`config.mk`:
```
export PLATFORM = sky130hd
export DESIGN_NAME = sram_lane_ctrl
export DESIGN_NICKNAME = d
export VERILOG_FILES = /design/src/rtl/sram_lane_ctrl.sv
export SDC_FILE = /design/constraint.sdc
export NUM_CORES = 1
export LEC_CHECK = 0
export CORE_MARGIN = 10
export CORE_UTILIZATION = 60
export DETAILED_ROUTE_END_ITERATION = 8
export DONT_BUFFER_PORTS = 1
export GPL_TIMING_DRIVEN = 0
export PLACE_DENSITY = 0.76
export SYNTH_ARGS = -nofsm -noshare
export SYNTH_HDL_FRONTEND = slang
export SYNTH_SLANG_ARGS = --single-unit
```
`constraint.sdc`:
```
create_clock -name clk -period 1.95 [get_ports clk]
set_input_delay 0.39 -clock clk [delete_from_list [all_inputs] [get_ports clk]]
set_output_delay 0.39 -clock clk [all_outputs]
set_load 0.02 [all_outputs]
```
`src/rtl/sram_lane_ctrl.sv`:
```
module sram_lane_ctrl #(
  parameter int AW       = 18,
  parameter int DW       = 16,
  parameter int CLK_NS   = 8,
  parameter int T_WC_NS  = 17,
  parameter int T_WP_NS  = 14,
  parameter int T_DW_NS  = 10,
  parameter int T_AH_NS  = 2,
  parameter int T_AA_NS  = 17,
  parameter int T_OE_NS  = 10,
  parameter int T_BA_NS  = 10,
  parameter int T_HZ_NS  = 9
) (
  input  logic          clk,
  input  logic          rst_n,
  input  logic          req_valid,
  input  logic          req_write,
  input  logic [AW-1:0] req_addr,
  input  logic [DW-1:0] req_wdata,
  input  logic [1:0]    req_be,
  output logic          req_ready,
  output logic          ack,
  output logic [DW-1:0] rd_data,
  output logic [AW-1:0] mem_addr,
  output logic          mem_cs_n,
  output logic          mem_oe_n,
  output logic          mem_we_n,
  output logic          mem_lb_n,
  output logic          mem_ub_n,
  output logic [DW-1:0] mem_dq_out,
  output logic          mem_dq_oe,
  input  logic [DW-1:0] mem_dq_in
);
  localparam int HB = DW / 2;

  localparam int AH_RAW = (T_AH_NS + CLK_NS - 1) / CLK_NS;
  localparam int AH_CYC = (AH_RAW < 1) ? 1 : AH_RAW;
  localparam int WP_A   = (T_WP_NS + CLK_NS - 1) / CLK_NS;
  localparam int WP_B   = (T_DW_NS + CLK_NS - 1) / CLK_NS;
  localparam int WP_C   = (T_WC_NS + CLK_NS - 1) / CLK_NS - AH_CYC;
  localparam int WP_AB  = (WP_A > WP_B) ? WP_A : WP_B;
  localparam int WP_ABC = (WP_AB > WP_C) ? WP_AB : WP_C;
  localparam int WP_CYC = (WP_ABC < 1) ? 1 : WP_ABC;
  localparam int RD_A   = (T_AA_NS + CLK_NS - 1) / CLK_NS;
  localparam int RD_B   = (T_OE_NS + CLK_NS - 1) / CLK_NS;
  localparam int RD_C   = (T_BA_NS + CLK_NS - 1) / CLK_NS;
  localparam int RD_AB  = (RD_A > RD_B) ? RD_A : RD_B;
  localparam int RD_ABC = (RD_AB > RD_C) ? RD_AB : RD_C;
  localparam int RD_CYC = (RD_ABC < 1) ? 1 : RD_ABC;
  localparam int TA_RAW = (T_HZ_NS + CLK_NS - 1) / CLK_NS;
  localparam int TA_CYC = (TA_RAW < 1) ? 1 : TA_RAW;
  localparam int MX1    = (WP_CYC > RD_CYC) ? WP_CYC : RD_CYC;
  localparam int MX2    = (AH_CYC > TA_CYC) ? AH_CYC : TA_CYC;
  localparam int MAXC   = (MX1 > MX2) ? MX1 : MX2;
  localparam int CW     = $clog2(MAXC + 1);

  typedef enum logic [2:0] {S_IDLE, S_RD, S_TA, S_WR, S_WH} st_t;

  st_t          st;
  logic [CW-1:0] cnt;
  logic [1:0]   be_q;

  assign req_ready = (st == S_IDLE);
  assign mem_cs_n  = !(st == S_RD || st == S_WR || st == S_WH);
  assign mem_oe_n  = (st != S_RD);
  assign mem_we_n  = (st != S_WR);
  assign mem_dq_oe = (st == S_WR || st == S_WH);
  assign mem_lb_n  = mem_cs_n | !be_q[0];
  assign mem_ub_n  = mem_cs_n | !be_q[1];

  always_ff @(posedge clk or negedge rst_n) begin
    if (!rst_n) begin
      st         <= S_IDLE;
      cnt        <= '0;
      ack        <= 1'b0;
      be_q       <= 2'b00;
      mem_addr   <= '0;
      mem_dq_out <= '0;
      rd_data    <= '0;
    end else begin
      ack <= 1'b0;
      case (st)
        S_IDLE: if (req_valid) begin
          mem_addr   <= req_addr;
          mem_dq_out <= req_wdata;
          be_q       <= req_be;
          st         <= req_write ? S_WR : S_RD;
          cnt        <= req_write ? CW'(WP_CYC - 1) : CW'(RD_CYC - 1);
        end
        S_RD: if (cnt == '0) begin
          rd_data <= {be_q[1] ? mem_dq_in[DW-1:HB] : {HB{1'b0}},
                      be_q[0] ? mem_dq_in[HB-1:0]  : {HB{1'b0}}};
          ack     <= 1'b1;
          st      <= S_TA;
          cnt     <= CW'(TA_CYC - 1);
        end else cnt <= cnt - 1'b1;
        S_TA: if (cnt == '0) st <= S_IDLE;
              else cnt <= cnt - 1'b1;
        S_WR: if (cnt == '0) begin
          st  <= S_WH;
          cnt <= CW'(AH_CYC - 1);
        end else cnt <= cnt - 1'b1;
        S_WH: if (cnt == '0) begin
          st  <= S_IDLE;
          ack <= 1'b1;
        end else cnt <= cnt - 1'b1;
        default: st <= S_IDLE;
      endcase
    end
  end
endmodule

```
; ---- Yosys cells after proc, flatten, opt, wreduce, memory -nomap -nowiden
; Cells that the tools add are included.
[classes]
add_sub_neg = 1
n_eq_ne = 11
mux = 16
bitwise = 2
reduce_logical = 15
[op_table]
columns = operator, n
row1 = 8-bit 2-to-1 mux, 2
row2 = 2-bit 2-to-1 mux, 6
row3 = 3-bit 2-to-1 mux, 4
row4 = 3-bit case mux with 4 select lines, 1
row5 = 2-bit case mux with 4 select lines, 1
row6 = 3-bit by 2-bit equality test with 1-bit output (second input constant), 2
row7 = 2-bit by 1-bit != test with 1-bit output (second input constant), 3
row8 = 2-bit != test (second input constant), 2
row9 = 2-bit AND reduction, 2
row10 = 4-bit AND reduction, 1
row11 = 4-bit nonzero test, 1
row12 = 2-bit OR reduction, 2
row13 = 3-bit by 1-bit equality test with 1-bit output (second input constant), 1
row14 = 3-bit equality test (second input constant), 1
row15 = 1-bit logical NOT, 3
row16 = 3-bit logical NOT, 1
row17 = 1-bit logical OR, 3
row18 = 3-bit by 1-bit != test with 1-bit output (second input constant), 1
row19 = 3-bit by 2-bit != test with 1-bit output (second input constant), 1
row20 = 3-bit AND reduction, 1
row21 = 2-bit logical NOT, 1
row22 = 1-bit 2-to-1 mux, 2
row23 = 1-bit OR, 2
row24 = 2-bit by 1-bit subtractor with 2-bit output (second input constant), 1
[word_totals]
reg_bits = 58
in_bits = 56
output_inout_bits = 58
wordCells = 52

; ---- Logic depth before layout (Yosys ltp)
; Gate-level depths: netlist (run 1).
[depth]
ltp_word = 5
ltp_mapped = 7
ltp_nobuf = 6

; ---- Least setup slack after synthesis (run 1)
; No wires, ideal clock.
[synth_timing]
kind = flip-flop to flip-flop
start = register st[1]
end = register be_q[1]
setup_ns = 0.128
arrival_ns = 1.652
path_slack_ns = 0.171
path_stages_with_launch = 7
path_buffers = 3
period_less_slack_ns = 1.779
cell_sequence = dfrtp_1 > buf_6 > nor3_2 > and2_1 > buf_4 > buf_4 > mux2_1
[synth_between]
elab_chain_cells = 2
[synth_rtl]
columns = element, line
row1 = "start, declared", 59  ; st_t st;
row2 = "start signal, assigned", 87  ; st <= req_write ? S_WR : S_RD;
row3 = 3-bit logical NOT, --
row4 = named net req_ready, 21  ; output logic req_ready,
row5 = 2-bit AND reduction (no source line), --
row6 = "end signal, assigned", 86  ; be_q <= req_be;
row7 = "end, declared", 61  ; logic [1:0] be_q;
; The timed path passes the listed nets, and every way through them passes these cells.
; A chain may end at the register's enable or synchronous reset.

; ---- Final worst setup path (run 1)
[layout_timing]
start = register st[1]
end = output port mem_lb_n
[layout_between]
elab_chain_cells = 5
elab_cells_between_ends = 7
classes_between = eq/ne: 3 / bitwise: 1 / reduce/logical: 3
[layout_rtl]
columns = element, line
row1 = 3-bit by 1-bit equality test with 1-bit output or 3-bit by 2-bit equality test with 1-bit output (tied branches), 64  ; assign mem_cs_n = !(st == S_RD || st == S_WR || st == S_WH);
row2 = 1-bit logical OR, 64
row3 = 1-bit logical OR *, 64
row4 = 1-bit logical NOT *, 64
row5 = 1-bit OR *, 68  ; assign mem_lb_n = mem_cs_n | !be_q[0];
row6 = "end, declared", 28  ; output logic mem_lb_n,
; Mark *: on every way between the ends. The rest lies on a longest branch, timed or not.

==> summary by stage, run 1 <==
Global routing
After global routing the overflow that remains totals 0. The number of global-route vias before repair is 1,801. The number of antenna violations at the first check in global routing is 1.

The pin count of the biggest net entering global routing is 59. The first global-routing pass estimated 9710 um of wire. The overall routing resource usage is 17.4%.

Setup path
The worst setup path is launched from a register. Traced cell by cell, the critical path runs through buf_6 -> or3b_4 -> nand2_4 -> nand2_2. Along the worst path, the maximum fanout reaches 10. The critical path is of the reg -> out type. The worst flop-to-flop path endpoint is mem_addr[1]. The startpoint identified for the worst register-to-register timing path is st[1]. The nature of the critical path endpoint is a primary output.

For this run, the slowest stage of the critical path takes 430 ps. STA puts the critical path data required time at 1560 ps. In this run the worst setup path begins at st[1]. The buffers plus inverters on the worst setup path is 1. The cell depth of the worst flop-to-flop path is 6. In this run the register-to-register setup slack is 90 ps. The slowest cell on the critical path is or3b_4.

The cell family contributing the most delay on the critical path is simple AND/OR/NAND/NOR gates. Data arrives at the worst endpoint at 1500 ps.

Timing
For the pin with the worst max-slew slack, the measured transition is 465 ps. The number of failing setup endpoints in the final timing report is 0. The relative slew slack is 69.0%. Final hold analysis gives a worst-case slack of 190 ps. In the post-route analysis, the smallest setup slack over all paths is 60.3 ps. The shortest period the worst path allows is 1890 ps. The maximum clock frequency is 529 MHz. The number of max-slew violations in the final report is 0. The hold violation count in the final report was 0. The setup skew after layout is 6.20 ps. The part of the cycle the worst path needs is 96.9%. The total negative slack for setup checks is 0 ps.

Flow run
Max-cap violations in this run came to 0.

Clocking
The total CTS buffers is 9. The number of clock sinks is 58. For the worst-skew pair, the clock arrives at the later sink with an insertion delay of 330 ps. The cell sitting at the root of the clock tree is a clkbuf_8. The CTS clock-pin slew for the worst setup and hold paths is 60 ps. The clock tree buffer depth is 2. TritonCTS built the clock tree. The level count of the clock H-tree is 3.

Drt
The total length of routed wires is 6100 um. After detailed routing, the number of remaining DRC violations is 0. The antenna violation net count after detailed routing is 0. The wire length per cell is 22.4 um. The number of DRC markers in iteration 0 is 70. The detailed-routing iteration count for the pre-antenna-repair pass is 5. The total via count in the routed design is 1,604. After detailed routing, the number of vias per cell comes to 5.90.

Layout
The library cell used most frequently in the layout, excluding fill and tap cells, is dfrtp_1. The finished cells cover 2800 sq um. Relative to the synthesized area, the layout overhead comes to 14.3%. The proportion of layout cells with a drive suffix above 1 is 19.9%. For this run, the post-layout net count is 276. Leaving out fill and tap cells, the most frequent cells in the layout are dfrtp_1 (56), nand2_1 (35), mux2_1 (29). Counting the fill cells in the layout gives 291.

Floorplan
For this configuration, the core starts out at a cell density of 61.8%. The die boundary height is 83.9 um. The number of rows created at floorplan is 23. The core footprint is 3970 sq um. The die covers 7040 sq um. Measured along the x axis, the die boundary spans 83.9 um. In this run the count of I/O pins placed on the die edge is 114.

Place
The detailed placement HPWL is 4620 um. The total cell area at the placement stage is 2510 sq um. The setup slack after placement is -40.8 ps. The count of buffers inserted at the top-level ports is 0. At the end of routability-driven placement, the weighted congestion stood at 0.906.

Synthesis
The prevailing post-synth register cell is dfrtp_1. Counting flops with a built-in enable in the synthesized netlist gives 0. The register bit total from synthesis is 58.

The net count after synthesis is 262. The dominant combinational cell family by area after synthesis is multiplexers. The combined area of all synthesized cells is 2450 sq um.

The number of synthesis warnings is 0. After Yosys synthesis, XOR and XNOR cells account for 0.357% of the synthesized area. Sequential cells were found to cover 59.2% of the synthesized design area. For this run, asynchronously set or reset flops after synthesis account for 100%. In this run the mean area of a mapped cell was 12.1 sq um. The area fraction in compound gates after synthesis is 7.19%. The portion of netlist area occupied by mux cells is 16.9%.

The cell count after synthesis is 203. Summing the areas of all fa, ha and maj instances in the mapped netlist gives 1.53% of the synthesized area. After Yosys synthesis, and, or, nand and nor cells account for 10.4% of the synthesized area. The count of distinct cell types in the synthesized netlist is 33.

Pwr
Summed over all cells, the static leakage comes to 1.25 nW. Power spread over the standard cell area amounts to 2050 nW/um^2. The peak supply drop is 0.00106 V.

Outcome
The run finished with clean final reports.

Hold path
Along the worst hold path, the cell count comes to 1. The min-delay analysis places its worst path in the category in -> reg. The origin of the worst min-delay path is req_addr[16]. The worst min-delay path endpoint is mem_addr[16].
routing by layer:
metal	global-route usage (%)	routed length (um)
met1	18.0	2180
met2	28.2	3050
met3	10.1	772
met4	7.46	103
met5	0	0
worst reg2reg max path: cells and delay by family, from the launching register on:
kind | cells | cell delay, ps
mux | 1 | 340
flops | 1 | 380
buf+inv | 3 | 480
simple gates | 2 | 540
cells by family (layout without fill, tap and decap cells):
family,count (synthesis),after routing
mux,37,37
xor+xnor,1,1
simple gates,58,58
fa+ha+maj,3,3
compound gates,28,28
buf+inv,18,36
other cells,0,1
flops,58,58
cells in the mapped netlist, types with 3 or more instances:
cell / count / area (sq um)
nand2_1: 39 / 146
inv_1: 5 / 18.8
buf_4: 4 / 30.0
nor2b_1: 3 / 18.8
mux2_2: 7 / 78.8
dfrtp_1: 58 / 1450
mux2_1: 29 / 327
ha_1: 3 / 37.5
clkbuf_1: 3 / 11.3
nor2_1: 7 / 26.3
o21ai_0: 18 / 90.1
registers in the layout, indices dropped and copies added (netlist names):
signal and flops:
rd_data 16, mem_addr 18, mem_dq_out 16, ack 1, cnt 2, st 3, be_q 2
final cells by class:
type | instances | area [sq um] | share of cell area (%)
clock buffers | 12 | 145 | 5.18
clock inverters | 3 | 40.0 | 1.43
flip-flops and latches | 58 | 1450 | 51.9
repair buffers | 3 | 45.0 | 1.61
plain buffers | 13 | 108 | 3.84
diodes | 1 | 2.50 | 0.0892
multi-input cells | 127 | 928 | 33.1
inverters | 5 | 18.8 | 0.669
well taps | 50 | 62.6 | 2.23
per-stage QoR:
step / cells / utilization [%] / power [mW]
final: 272 / 70.6 / 5.75
after global routing: 272 / 70.6 / 6.12
after detailed placement: 253 / 63.3 / 4.57
after CTS: 270 / 69.5 / 5.73
after floorplan: 203 / - / 4.09
after global placement: 253 / 63.3 / 4.42
repair_timing:
item / in CTS / in global routing
hold buffers: 2 / 0
endpoints found under the hold margin: 58 / 0
pin swaps: 0 / 3
resized for setup: 7 / 13
setup buffers: 0 / 1
setup endpoints to repair: 32 / 31
worst max-delay path by stage:
stage | to | slack [ps] | depth (start not counted)
floorplan | be_q[1] | 170 | 6
global placement | mem_addr[13] | 8 | 6
CTS | mem_dq_oe | -7 | 4
finish | mem_lb_n | 60 | 4
detailed placement | mem_addr[1] | -40 | 6
global route | mem_ub_n | -9 | 4
report_power, final:
part           total (mW)  leakage, nW  internal (mW)  switching (mW)
combinational        1.73        0.448          0.776           0.959
sequential           2.96        0.708           1.81            1.15
clock                1.05       0.0962          0.614           0.437
Note: power is estimated with default switching activity, not from simulation.
==> run 2, diff against run 1 <==
Settings changed: CORE_ASPECT_RATIO from default to 1.2, SKIP_LAST_GASP from default to 1.
Clock period 1.95 ns to 2.27 ns, I/O delays scaled along.
==> summary by stage, run 2 (synthesis gave the netlist of run 1 again) <==
Global routing
The global route total overflow is 0 (unchanged). The global-route wire length before repair came to 9410 um (-3.1%). The pin count of the biggest net entering global routing is 59 (unchanged).

The number of global-route vias before repair was 1,811 (+0.56%). The overall routing resource usage was 16.8% (-0.66 points). The number of antenna violations at the first check in global routing is 0 (-1).

Layout
The proportion of layout cells with a drive suffix above 1 came to 15.0% (-4.9 points). The number of flip-flops in the largest register is 18 (unchanged). The library cells used most frequently in the layout, excluding fill and tap cells, are dfrtp_1 (58), nand2_1 (39), mux2_1 (29). The library cell used most frequently in the layout, excluding fill and tap cells, is dfrtp_1. The post-layout net count is 275 (-0.36%).

From synthesis to final layout, the design area changed by 10.5%. The number of antenna diodes is 0 (-1). In the final layout, the registers with the most flip-flops are mem_addr: 18 flops, mem_dq_out: 16 flops, rd_data: 16 flops.

The register bank with the most flops is mem_addr.

Floorplan
The die boundary height is 90.0 um (+7.3%). The effective utilization at floorplan came to 62.2% (+0.47 points). The top-level port count is 114 (unchanged). The horizontal die dimension was 78.4 um (-6.6%).

The core footprint was 3940 sq um (-0.76%). The number of rows created at floorplan is 25 (+8.7%). The die footprint is 7060 sq um (+0.15%).

Timing
The pin slew with the least headroom to its limit is 439 ps (-26.3 ps). After layout, the worst path uses 92.5% of the clock period. The number of max-slew violations in the final report is 0 (unchanged). Setup repair after global routing left no endpoint under its margin. Based on the critical path, the design can be clocked at up to 476 MHz.

The relative slew slack is 70.6% (+1.6 points). The least setup slack across all paths after layout is 169 ps (+109 ps). The number of failing setup endpoints in the final timing report is 0 (unchanged). The shortest period the worst path allows is 2100 ps. The total negative slack for setup checks is 0 ps (unchanged). The hold violation count in the final report is 0 (unchanged). The setup skew after layout is 6.93 ps (+0.729 ps).

Hold path
The type of the worst min-delay path is in -> reg. The number of cells traversed by the worst hold path is 1 (unchanged). The origin of the worst min-delay path is req_wdata[14].

Setup path
The worst path required time was 1820 ps (+260 ps). The signal arrival time at the worst endpoint is 1650 ps (+150 ps). The sort of element at the start of the critical path is a register. The register-to-register setup slack was 320 ps (+230 ps). The nature of the critical path endpoint is a primary output. The capturing instance or port of the critical path is mem_dq_oe. The reg-to-reg critical path startpoint is st[1]. The critical path class is reg -> out. The cell depth of the worst flop-to-flop path is 6 (unchanged).

The highest fanout seen on the critical path is 10 (unchanged). The critical path launch point is st[2]. The endpoint identified for the worst register-to-register timing path is mem_addr[16].

Pwr
The power consumption is 4.65 mW (-19%). The power per standard cell area was 1710 nW/um^2 (-16%). The peak supply drop was 0.000957 V (-10%). The cell leakage power was 1.22 nW (-2.6%).

Clocking
The level count of the clock H-tree is 3 (unchanged). The CTS clock-pin slew for the worst setup and hold paths is 60 ps (about the same). The clock tree buffer depth is 2 (unchanged). TritonCTS built the clock tree. The clock latency on the worst-skew pair is 310 ps (-20 ps).

The number of clock sinks is 58 (unchanged). The total CTS buffers is 9 (unchanged). The clock tree root driver cell is clkbuf_8.

Place
The setup slack after placement is 311 ps (+352 ps). The final RePlAce weighted congestion is 0.848 (-6.4%). The detailed placement HPWL is 4660 um (+0.68%). The count of buffers inserted at the top-level ports is 0 (unchanged).

Drt
The wire length per cell came to 21.2 um (-5.3%). The post-route DRC violation count is 0 (unchanged). The total length of routed wires came to 5820 um (-4.6%). The number of DRC markers in iteration 0 is 114 (+63%). The detailed-routing iteration count for the pre-antenna-repair pass is 4 (-1). The number of vias per cell after detailed routing came to 5.74 (-2.7%). The antenna violation net count after detailed routing was 0 (unchanged).

The total via count in the routed design is 1,572 (-2.0%).

Outcome
The run finished with clean final reports.

Flow run
The number of max-cap violations is 0 (unchanged).
## run 2: worst min path at each step
stage | end | slack, ps
2_1_floorplan | ack | 160
3_3_place_gp | ack | 160
3_5_place_dp | ack | 160
4_1_cts | mem_addr[6] | 260
5_1_grt | mem_addr[11] | 260
6_report | mem_dq_out[14] | 270
## run 2: power by group
part / leakage (nW) / internal (mW) / switching (mW)
sequential: 0.711 / 1.55 / 0.973
clock: 0.0762 / 0.387 / 0.356
combinational: 0.432 / 0.608 / 0.767
## run 2: per-layer routing
layer / routed length (um) / global-route usage (%)
met2: 2850 / 27.0
met4: 161 / 9.13
met5: 0 / 0
met3: 919 / 11.3
met1: 1890 / 15.5
## run 2: repair_timing
action                                 in CTS  in global routing
gates resized for setup                     0                  0
setup buffers                               0                  0
endpoints found under the hold margin      58                  0
hold buffers                                2                  0
## run 2: cell type report
type / instances / area [sq um]
clock inverters: 3 / 17.5
plain buffers: 13 / 90.1
clock buffers: 12 / 135
fillers: 292 / 1230
inverters: 5 / 18.8
flip-flops and latches: 58 / 1450
repair buffers: 2 / 37.5
well taps: 54 / 67.6
multi-input cells: 127 / 892
## run 2: critical path, stage by stage (launching register included)
cell and delay, ps:
dfrtp_1 420, clkbuf_8 180, nand2b_1 170, or2_2 360, nand2_1 200
## run 2: stage by stage
step	hold slack, ps	instances	utilization (%)	instance area [sq um]
after floorplan	158	203	-	2450
after global placement	160	257	63.9	2520
after detailed placement	160	257	63.9	2520
after CTS	260	274	68.8	2710
after global routing	260	274	68.8	2710
final	273	274	68.8	2710
